<file path="config.mk">
export PLATFORM = sky130hd
export DESIGN_NAME = serial_adc_reader
export DESIGN_NICKNAME = d
export VERILOG_FILES = /design/src/rtl/sadc_pkg.sv /design/src/rtl/sadc_half_timer.sv /design/src/rtl/sadc_frame_seq.sv /design/src/rtl/sadc_rx_shift.sv /design/src/rtl/serial_adc_reader.sv
export SDC_FILE = /design/constraint.sdc
export NUM_CORES = 1
export LEC_CHECK = 0
export ABC_AREA = 1
export BUFFER_PORTS_ARGS = -buffer_cell sky130_fd_sc_hd__buf_4
export CAP_MARGIN = 25
export CORE_ASPECT_RATIO = 0.7
export CORE_MARGIN = 1.5
export CORE_UTILIZATION = 45
export CTS_BUF_LIST = sky130_fd_sc_hd__clkbuf_4 sky130_fd_sc_hd__clkbuf_8 sky130_fd_sc_hd__clkbuf_16
export DETAILED_ROUTE_END_ITERATION = 8
export GPL_TIMING_DRIVEN = 1
export SLEW_MARGIN = 20
export SYNTH_ARGS = -nofsm -noshare
export SYNTH_HDL_FRONTEND = slang
export SYNTH_SLANG_ARGS = --single-unit
</file>
<file path="constraint.sdc">
create_clock -name clk -period 1.6 [get_ports clk]
set_input_delay 0.08 -clock clk [delete_from_list [all_inputs] [get_ports clk]]
set_output_delay 0.08 -clock clk [all_outputs]
set_load 0.01 [all_outputs]
</file>
<file path="src/rtl/sadc_pkg.sv">
package sadc_pkg;

  typedef enum logic [1:0] {
    SQ_IDLE  = 2'd0,
    SQ_FRAME = 2'd1,
    SQ_GUARD = 2'd2
  } sq_state_e;

  // serial periods per frame: start + word + settle + result bits
  function automatic int frame_periods(int mux_w, int res_w);
    return 1 + mux_w + 1 + res_w;
  endfunction

endpackage

</file>
<file path="src/rtl/sadc_half_timer.sv">
module sadc_half_timer #(
  parameter int CLK_DIV = 4
) (
  input  logic clk,
  input  logic rst_n,
  input  logic run,
  output logic tick
);
  localparam int CNT_W = (CLK_DIV > 1) ? $clog2(CLK_DIV) : 1;
  localparam logic [CNT_W-1:0] LAST = CNT_W'(CLK_DIV - 1);

  logic [CNT_W-1:0] cnt_q, cnt_d;

  always_comb begin
    if (!run)             cnt_d = '0;
    else if (cnt_q == LAST) cnt_d = '0;
    else                  cnt_d = cnt_q + 1'b1;
  end

  always_ff @(posedge clk or negedge rst_n) begin
    if (!rst_n) cnt_q <= '0;
    else        cnt_q <= cnt_d;
  end

  assign tick = run && (cnt_q == LAST);
endmodule

</file>
<file path="src/rtl/sadc_frame_seq.sv">
module sadc_frame_seq
  import sadc_pkg::*;
#(
  parameter int MUX_W = 3,
  parameter int RES_W = 8
) (
  input  logic             clk,
  input  logic             rst_n,
  input  logic             tick,
  input  logic             req_valid,
  input  logic [MUX_W-1:0] req_mux,
  output logic             run,
  output logic             cs_n,
  output logic             sclk,
  output logic             din,
  output logic             sample_en,
  output logic             frame_end
);
  localparam int NPER      = frame_periods(MUX_W, RES_W);
  localparam int PER_W     = $clog2(NPER);
  localparam int FIRST_RES = MUX_W + 2;
  localparam logic [PER_W-1:0] LAST_PER = PER_W'(NPER - 1);
  localparam logic [PER_W-1:0] RES_PER  = PER_W'(FIRST_RES);

  sq_state_e        state_q, state_d;
  logic             ph_q, ph_d;          // 0 = low half, 1 = high half
  logic [PER_W-1:0] per_q, per_d;
  logic [MUX_W-1:0] mux_q, mux_d;
  logic             cs_n_q, cs_n_d;
  logic             sclk_q, sclk_d;
  logic             din_q, din_d;

  // command bit for a given serial period
  function automatic logic cmd_bit(logic [PER_W-1:0] p, logic [MUX_W-1:0] w);
    int idx;
    if (p == '0) return 1'b1;
    if (int'(p) <= MUX_W) begin
      idx = MUX_W - int'(p);
      return w[idx];
    end
    return 1'b0;
  endfunction

  always_comb begin
    state_d = state_q;
    ph_d    = ph_q;
    per_d   = per_q;
    mux_d   = mux_q;
    cs_n_d  = cs_n_q;
    sclk_d  = sclk_q;
    din_d   = din_q;
    case (state_q)
      SQ_IDLE: begin
        if (req_valid) begin
          state_d = SQ_FRAME;
          mux_d   = req_mux;
          cs_n_d  = 1'b0;
          sclk_d  = 1'b0;
          ph_d    = 1'b0;
          per_d   = '0;
          din_d   = 1'b1;
        end
      end
      SQ_FRAME: begin
        if (tick) begin
          if (!ph_q) begin
            ph_d   = 1'b1;
            sclk_d = 1'b1;
          end else begin
            ph_d   = 1'b0;
            sclk_d = 1'b0;
            if (per_q == LAST_PER) begin
              state_d = SQ_GUARD;
              cs_n_d  = 1'b1;
              din_d   = 1'b0;
              per_d   = '0;
            end else begin
              per_d = per_q + 1'b1;
              din_d = cmd_bit(per_q + 1'b1, mux_q);
            end
          end
        end
      end
      SQ_GUARD: begin
        if (tick) begin
          if (!ph_q) ph_d = 1'b1;
          else begin
            ph_d    = 1'b0;
            state_d = SQ_IDLE;
          end
        end
      end
      default: state_d = SQ_IDLE;
    endcase
  end

  always_ff @(posedge clk or negedge rst_n) begin
    if (!rst_n) begin
      state_q <= SQ_IDLE;
      ph_q    <= 1'b0;
      per_q   <= '0;
      mux_q   <= '0;
      cs_n_q  <= 1'b1;
      sclk_q  <= 1'b0;
      din_q   <= 1'b0;
    end else begin
      state_q <= state_d;
      ph_q    <= ph_d;
      per_q   <= per_d;
      mux_q   <= mux_d;
      cs_n_q  <= cs_n_d;
      sclk_q  <= sclk_d;
      din_q   <= din_d;
    end
  end

  assign run       = (state_q != SQ_IDLE);
  assign cs_n      = cs_n_q;
  assign sclk      = sclk_q;
  assign din       = din_q;
  assign sample_en = (state_q == SQ_FRAME) && tick && !ph_q && (per_q >= RES_PER);
  assign frame_end = (state_q == SQ_FRAME) && tick && ph_q && (per_q == LAST_PER);
endmodule

</file>
<file path="src/rtl/sadc_rx_shift.sv">
module sadc_rx_shift #(
  parameter int RES_W = 8
) (
  input  logic             clk,
  input  logic             rst_n,
  input  logic             sample_en,
  input  logic             frame_end,
  input  logic             sdata,
  output logic [RES_W-1:0] result,
  output logic             done
);
  logic [RES_W-1:0] shreg_q, shreg_d;
  logic [RES_W-1:0] res_q, res_d;
  logic             done_q;

  always_comb begin
    shreg_d = sample_en ? {shreg_q[RES_W-2:0], sdata} : shreg_q;
    res_d   = frame_end ? shreg_q : res_q;
  end

  always_ff @(posedge clk or negedge rst_n) begin
    if (!rst_n) begin
      shreg_q <= '0;
      res_q   <= '0;
      done_q  <= 1'b0;
    end else begin
      shreg_q <= shreg_d;
      res_q   <= res_d;
      done_q  <= frame_end;
    end
  end

  assign result = res_q;
  assign done   = done_q;
endmodule

</file>
<file path="src/rtl/serial_adc_reader.sv">
module serial_adc_reader #(
  parameter int CLK_DIV = 4,
  parameter int MUX_W   = 3,
  parameter int RES_W   = 8
) (
  input  logic             clk,
  input  logic             rst_n,
  input  logic             req_valid,
  input  logic [MUX_W-1:0] req_mux,
  output logic             busy,
  output logic             done,
  output logic [RES_W-1:0] result,
  output logic             adc_cs_n,
  output logic             adc_sclk,
  output logic             adc_din,
  input  logic             adc_dout
);
  logic run, tick, sample_en, frame_end;

  sadc_half_timer #(.CLK_DIV(CLK_DIV)) u_timer (
    .clk  (clk),
    .rst_n(rst_n),
    .run  (run),
    .tick (tick)
  );

  sadc_frame_seq #(.MUX_W(MUX_W), .RES_W(RES_W)) u_seq (
    .clk      (clk),
    .rst_n    (rst_n),
    .tick     (tick),
    .req_valid(req_valid),
    .req_mux  (req_mux),
    .run      (run),
    .cs_n     (adc_cs_n),
    .sclk     (adc_sclk),
    .din      (adc_din),
    .sample_en(sample_en),
    .frame_end(frame_end)
  );

  sadc_rx_shift #(.RES_W(RES_W)) u_rx (
    .clk      (clk),
    .rst_n    (rst_n),
    .sample_en(sample_en),
    .frame_end(frame_end),
    .sdata    (adc_dout),
    .result   (result),
    .done     (done)
  );

  assign busy = run;
endmodule

</file>
==> results.cfg, run 1 <==
[run_status]
status = finished clean

[synthesis]
ys.flop_type = dfrtp_1
syn_nets = 185
synth_seq_cells = 32
syn-instance-count = 171
yosysTopAreaCellShare_pct = 51.5
seq_area_frac_synth_pct = 53.2
syn_avg_cell_area_um2 = 8.82
synth-async-reset-ratio_pct = 100
synth_edf_count = 0
synth_largest_area_cell = dfrtp_1
post-synth-top-count-cell = nand2_1
synth_area_leaders = dfrtp_1, nand2_1, inv_1
ys_types = 20
synth_common_cells = nand2_1, dfrtp_1, inv_1
yosysWarningCount = 0
netlist_area_mm2 = 0.00151

[layout]
fin_util_pct = 58.3
fin_nets = 217
postLayoutCellArea_mm2 = 0.00185
diodes = 0
area_growth_pct = 22.5
fin_cells = 242
layout-drive-gt1-share_pct = 24.5

[pwr]
p_sw_mw = 0.643
swShare_pct = 29.9
power_frac_seq_pct = 44.3
pwr-share-comb_pct = 25.1
powerDensity_mw_per_mm2 = 1160
p_clk_share_pct = 30.5
ir_drop_mv = 0.724
p_leak_nw = 0.970
p_int_mw = 1.50

[sta]
period_needed_ns = 1.49
slew_headroom_pct = 72.2
fmax_mhz = 671
fin_crit_sh_pct = 93.2
finalSetupViolCount = 0
drv_slew = 0
hold_viol_final = 0
rsz0062_at_grt = true
tightest_slew_ns = 0.417
tns_ns = 0
finalClockSkew_ns = 0.00272

[clocking]
h-tree-depth = 2
cts_sinks = 32
cts_tree = yes
cts_max_path_buffers = 2
clkTransAtPathRegs_ns = 0.06
cts_made_buffers = 5
clock_latency_ns = 0.27
cts_root_buf = clkbuf_8

[floorplanning]
rows = 17
floorplan.initialDensity_pct = 47.6
io_pins = 20
dieArea_mm2 = 0.00371
core_area_mm2 = 0.00317
die_h_um = 51.4
die_w_um = 72.2

[grt]
grt_pass1_wl_mm = 4.97
grt_max_degree = 33
overflow = 0
grt_pass1_vias = 1122
track_usage_pct = 17.9
antenna_found_initial = 0

[detailed_routing]
drt-pass1-iter-count = 4
drc_errors = 0
detail_route.vias_per_cell = 4.72
wl_per_cell_um = 11.3
vias = 1143
ant_nets = 0
drt_iter0_markers = 72
routed_wirelength_mm = 2.74

[worst_setup_path]
startpoint = u_seq.state_q[0]
cp_data_required_time_ns = 1.77
end_kind = flip-flop
worstSetupPathType = flip-flop to flip-flop
arrival_ns = 1.66
startpoint_type = flip-flop
critPathMaxFanout = 17
rr_startpoint = u_seq.state_q[0]

[placement]
port_buffers = 19
dpl.cell_count = 231
routabilityCongestion = 0.876
hpwl_mm = 2.03
placed_area_mm2 = 0.00171

[min_path]
min-delay-start = req_mux[2]
hold_class = input port to flip-flop

[job]
maxCapViolCount = 0
[per-layer routing]
metal / up-vias / global-route usage [%] / wire length [um]
met5: - / 0 / 0
met4: 0 / 5.66 / 27
met3: 5 / 5.52 / 117
met2: 20 / 28.9 / 1190
met1: 523 / 23.1 / 1400
li1: 595 / - / -
[cell type report]
cell class / count / area [um^2]
fillers: 306 / 1320
clock buffers: 8 / 97.6
multi-input cells: 108 / 578
repair buffers: 27 / 205
well taps: 38 / 47.5
flip-flops and latches: 32 / 802
inverters: 29 / 116
[critical path, cell delays in order, from the launching register on]
cell     delay, ns
dfrtp_1       0.35
inv_1         0.06
ha_2          0.22
inv_4         0.08
nand2_4       0.07
nor2_4        0.11
nand2_2       0.08
nor2_4        0.17
inv_6         0.10
nand2_1       0.08
o21ai_2       0.05
[stage by stage]
| step | total power [mW] | setup WS, ns | hold slack [ns] |
|---|---|---|---|
| final | 2.15 | 0.109 | 0.00750 |
| after global routing | 2.31 | -0.0240 | 0.0164 |
| after CTS | 2.14 | 0.0215 | 0.00198 |
| after detailed placement | 1.47 | 0.0539 | 0.0436 |
| after global placement | 1.45 | 0.0514 | 0.0392 |
| after floorplan | 1.29 | 0.105 | -0.216 |
[flip-flops by register name, indices dropped and copies added (netlist names)]
register and flops:
u_seq.cs_n 1, u_rx.shreg_q 8, u_rx.done 1, u_seq.sclk 1, u_seq.mux_q 3, u_seq.din 1, u_seq.state_q 2, u_seq.ph_q 1
u_rx.result 8, u_timer.cnt_q 2, u_seq.per_q 4
[layout by cell type (no fill, tap or decap), drive strengths merged]
master / netlist / layout
nand2: 53 / 53
dfrtp: 31 / 31
inv: 29 / 29
buf: 2 / 26
o21ai: 24 / 24
nor2: 10 / 10
clkbuf: 0 / 8
ha: 7 / 7
nand3: 6 / 6
a21oi: 5 / 5
nand4: 1 / 1
o22ai: 1 / 1
nor3: 1 / 1
dlygate4sd3: 0 / 1
dfstp: 1 / 1
[cells by family after synthesis]
kind of cell	count (synthesis)	synth area share, %
adder cells (fa/ha/maj)	7	5.81
AND/OR/NAND/NOR	71	20.1
buffers and inverters	31	9.13
AO/OA/AOI/OAI	30	11.8
flip-flops	32	53.2
[final timing paths]
path / endpoint / slack [ns] / cells past startpoint
max: u_rx.result[0] / 0.11 / 10
min: u_seq.mux_q[2] / 0.008 / 3
max reg2reg: u_rx.result[0] / 0.11 / 10
min reg2reg: u_timer.cnt_q[0] / 0.44 / 1
max in group asynchronous: u_seq.cs_n / 0.98 / 2
min in group asynchronous: u_seq.mux_q[2] / 0.28 / 2
[timing repair]
action / in CTS / in global routing
hold endpoints to repair: 31 / 0
endpoints found under the setup margin: 0 / 19
gates resized for setup: 0 / 5
buffers inserted: 0 / 2
hold buffers: 1 / 0
[power groups by stage]
stage,Sequential (mW),Combinational (mW),Clock [mW]
4_1_cts,0.954,0.505,0.677
5_1_grt,0.961,0.630,0.716
3_5_place_dp,0.967,0.501,0
2_1_floorplan,0.960,0.331,0
6_report,0.952,0.539,0.656
3_3_place_gp,0.964,0.489,0
(Power assumes the default switching activity.)
==> run 2, diff against run 1 <==
--- a/config.mk
+++ b/config.mk
@@ -14,6 +14,7 @@
 export CTS_BUF_LIST = sky130_fd_sc_hd__clkbuf_4 sky130_fd_sc_hd__clkbuf_8 sky130_fd_sc_hd__clkbuf_16
 export DETAILED_ROUTE_END_ITERATION = 8
 export GPL_TIMING_DRIVEN = 1
+export PLACE_DENSITY = 0.67
 export SLEW_MARGIN = 20
 export SYNTH_ARGS = -nofsm -noshare
 export SYNTH_HDL_FRONTEND = slang
==> constraint.sdc (replaced) <==
create_clock -name clk -period 1.25 [get_ports clk]
set_input_delay 0.0625 -clock clk [delete_from_list [all_inputs] [get_ports clk]]
set_output_delay 0.0625 -clock clk [all_outputs]
set_load 0.01 [all_outputs]
==> results.cfg, run 2 (same netlist as run 1, synthesis figures left out) <==
[detailed_routing]
drt-pass1-iter-count = 4
detail_route.vias_per_cell = 4.98
ant_nets = 0
vias = 1324
wl_per_cell_um = 13.5
drt_iter0_markers = 90
routed_wirelength_mm = 3.58
drc_errors = 0

[floorplanning]
floorplan.initialDensity_pct = 47.6
dieArea_mm2 = 0.00371
core_area_mm2 = 0.00317
io_pins = 20
rows = 17
die_w_um = 72.2
die_h_um = 51.4

[worst_setup_path]
rr_startpoint = u_seq.state_q[0]
worstSetupPathType = flip-flop to flip-flop
critPathMaxFanout = 17
crit_slowest_cell = dfrtp_1
cp_data_required_time_ns = 1.42
startpoint_type = flip-flop
reg2reg_to = u_rx.result[1]
path_cells = inv_2, ha_4, inv_6, nand2_8, nor2_4, nand2_4, nor2_4, inv_6, nand2_1, o21ai_2
end_kind = flip-flop
reg2regPathDepth = 10
r2r_setup_slack_ns = -0.20
arrival_ns = 1.62
slowest_delay_ns = 0.38

[placement]
dpl.cell_count = 244
routabilityCongestion = 0.824
hpwl_mm = 2.11
port_buffers = 19
placed_area_mm2 = 0.00184

[sta]
drv_slew = 0
period_needed_ns = 1.45
finalClockSkew_ns = 0.00849
rsz0062_at_grt = true
fin_crit_sh_pct = 116
tightest_slew_ns = 0.414
hold_viol_final = 0
finalSetupViolCount = 31
slew_headroom_pct = 72.4
setup_slack_ns = -0.198
fmax_mhz = 691

[pwr]
swShare_pct = 32.7
p_sw_mw = 1.23
p_clk_share_pct = 26.4
p_leak_nw = 1.14
powerDensity_mw_per_mm2 = 1650
p_int_mw = 2.54
power_frac_seq_pct = 32.5
pwr-share-comb_pct = 41.1
ir_drop_mv = 1.28

[clocking]
cts_max_path_buffers = 2
cts_root_buf = clkbuf_8
h-tree-depth = 2
clock_latency_ns = 0.28
cts_made_buffers = 5
cts_sinks = 32
clkTransAtPathRegs_ns = 0.07
cts_tree = yes

[run_status]
violations = negative setup slack
status = finished, violations left

[min_path]
hold_depth = 3
hold_path_end = u_rx.shreg_q[0]
hold_class = input port to flip-flop
min-delay-start = adc_dout

[layout]
final_common_cell = nand2_1
fin_cells = 266
fin_nets = 241
layout-drive-gt1-share_pct = 46.1
mostFrequentLayoutCells = nand2_1, buf_4, dfrtp_1, inv_1, buf_6
fillerInstances = 219
postLayoutCellArea_mm2 = 0.00228
area_growth_pct = 51.5
diodes = 0

[grt]
grt_max_degree = 33
grt_pass1_vias = 1245
overflow = 0
grt_pass1_wl_mm = 5.69
antenna_found_initial = 0
track_usage_pct = 20.8

[job]
maxCapViolCount = 0
==> run 2: changes by cell type in the layout (fill, tap and decap cells not counted), sizes merged <==
cell | previous run | this run
buf | 26 | 46
nand2 | 53 | 54
clkinv | 0 | 1
clkinvlp | 0 | 1
clkbuf | 8 | 5
dlygate4sd3 | 1 | 4
bufinv | 0 | 1
==> run 2: timing repair <==
item,in CTS,in global routing
setup buffers,8,4
hold buffers,4,0
pin swaps,4,5
setup endpoints to repair,27,33
cloned,0,1
resized for setup,37,31
hold endpoints to repair,34,0
==> run 2: final cells by class <==
| cell class | instances | area, um^2 | share of cell area, % |
|---|---|---|---|
| sequential | 32 | 802 | 35.1 |
| inverter | 29 | 124 | 5.42 |
| clock inverter | 3 | 42.5 | 1.86 |
| clock buffer | 5 | 68.8 | 3.01 |
| tap | 38 | 47.5 | 2.08 |
| timing repair buffer | 50 | 438 | 19.2 |
| multi-input combinational | 109 | 761 | 33.3 |
==> run 2: worst max-delay path by stage <==
stage,start,endpoint,slack [ns],cells past startpoint
detailed placement,u_seq.state_q[0],u_rx.result[3],-0.18,10
global route,u_seq.state_q[0],u_rx.result[3],-0.29,10
global placement,u_seq.state_q[0],u_rx.result[1],-0.15,10
floorplan,u_seq.state_q[0],u_rx.result[7],-0.17,11
CTS,u_seq.state_q[1],u_rx.result[3],-0.14,10
finish,u_seq.state_q[0],u_rx.result[1],-0.20,10
==> run 2: worst max-delay path: cells and delay by family, from the launching register on <==
family / cells / cell delay [ns]
AO/OA/AOI/OAI: 1 / 0.05
adder cells (fa/ha/maj): 1 / 0.18
buffers and inverters: 3 / 0.24
flip-flops: 1 / 0.38
AND/OR/NAND/NOR: 5 / 0.48
==> run 2: power by group through the flow <==
stage	combinational (mW)	sequential [mW]	clock [mW]
6_report	1.55	1.23	0.997
5_1_grt	1.67	1.24	1.06
4_1_cts	1.25	1.22	1.01
3_5_place_dp	0.894	1.24	0
3_3_place_gp	0.864	1.24	0
2_1_floorplan	0.470	1.23	0
==> run 2: metal layers <==
metal  vias up  track usage [%]  wire (um)
li1        645                -          -
met1       641             27.9       1660
met2        34             32.4       1730
met3         4             4.93        164
met4         0             8.81         30
met5         -                0          0
==> run 2: stage by stage <==
step | setup slack, ns | hold slack, ns | TNS, ns | util, % | power (mW)
2_1_floorplan | -0.165 | -0.233 | -1.77 | - | 1.70
3_3_place_gp | -0.153 | 0.0191 | -2.84 | 58.2 | 2.10
3_5_place_dp | -0.179 | 0.0215 | -3.77 | 58.2 | 2.13
4_1_cts | -0.144 | 0.0303 | -2.61 | 68.2 | 3.47
5_1_grt | -0.290 | 0.0795 | -6.88 | 72.0 | 3.97
6_report | -0.198 | 0.0361 | -4.42 | 72.0 | 3.78
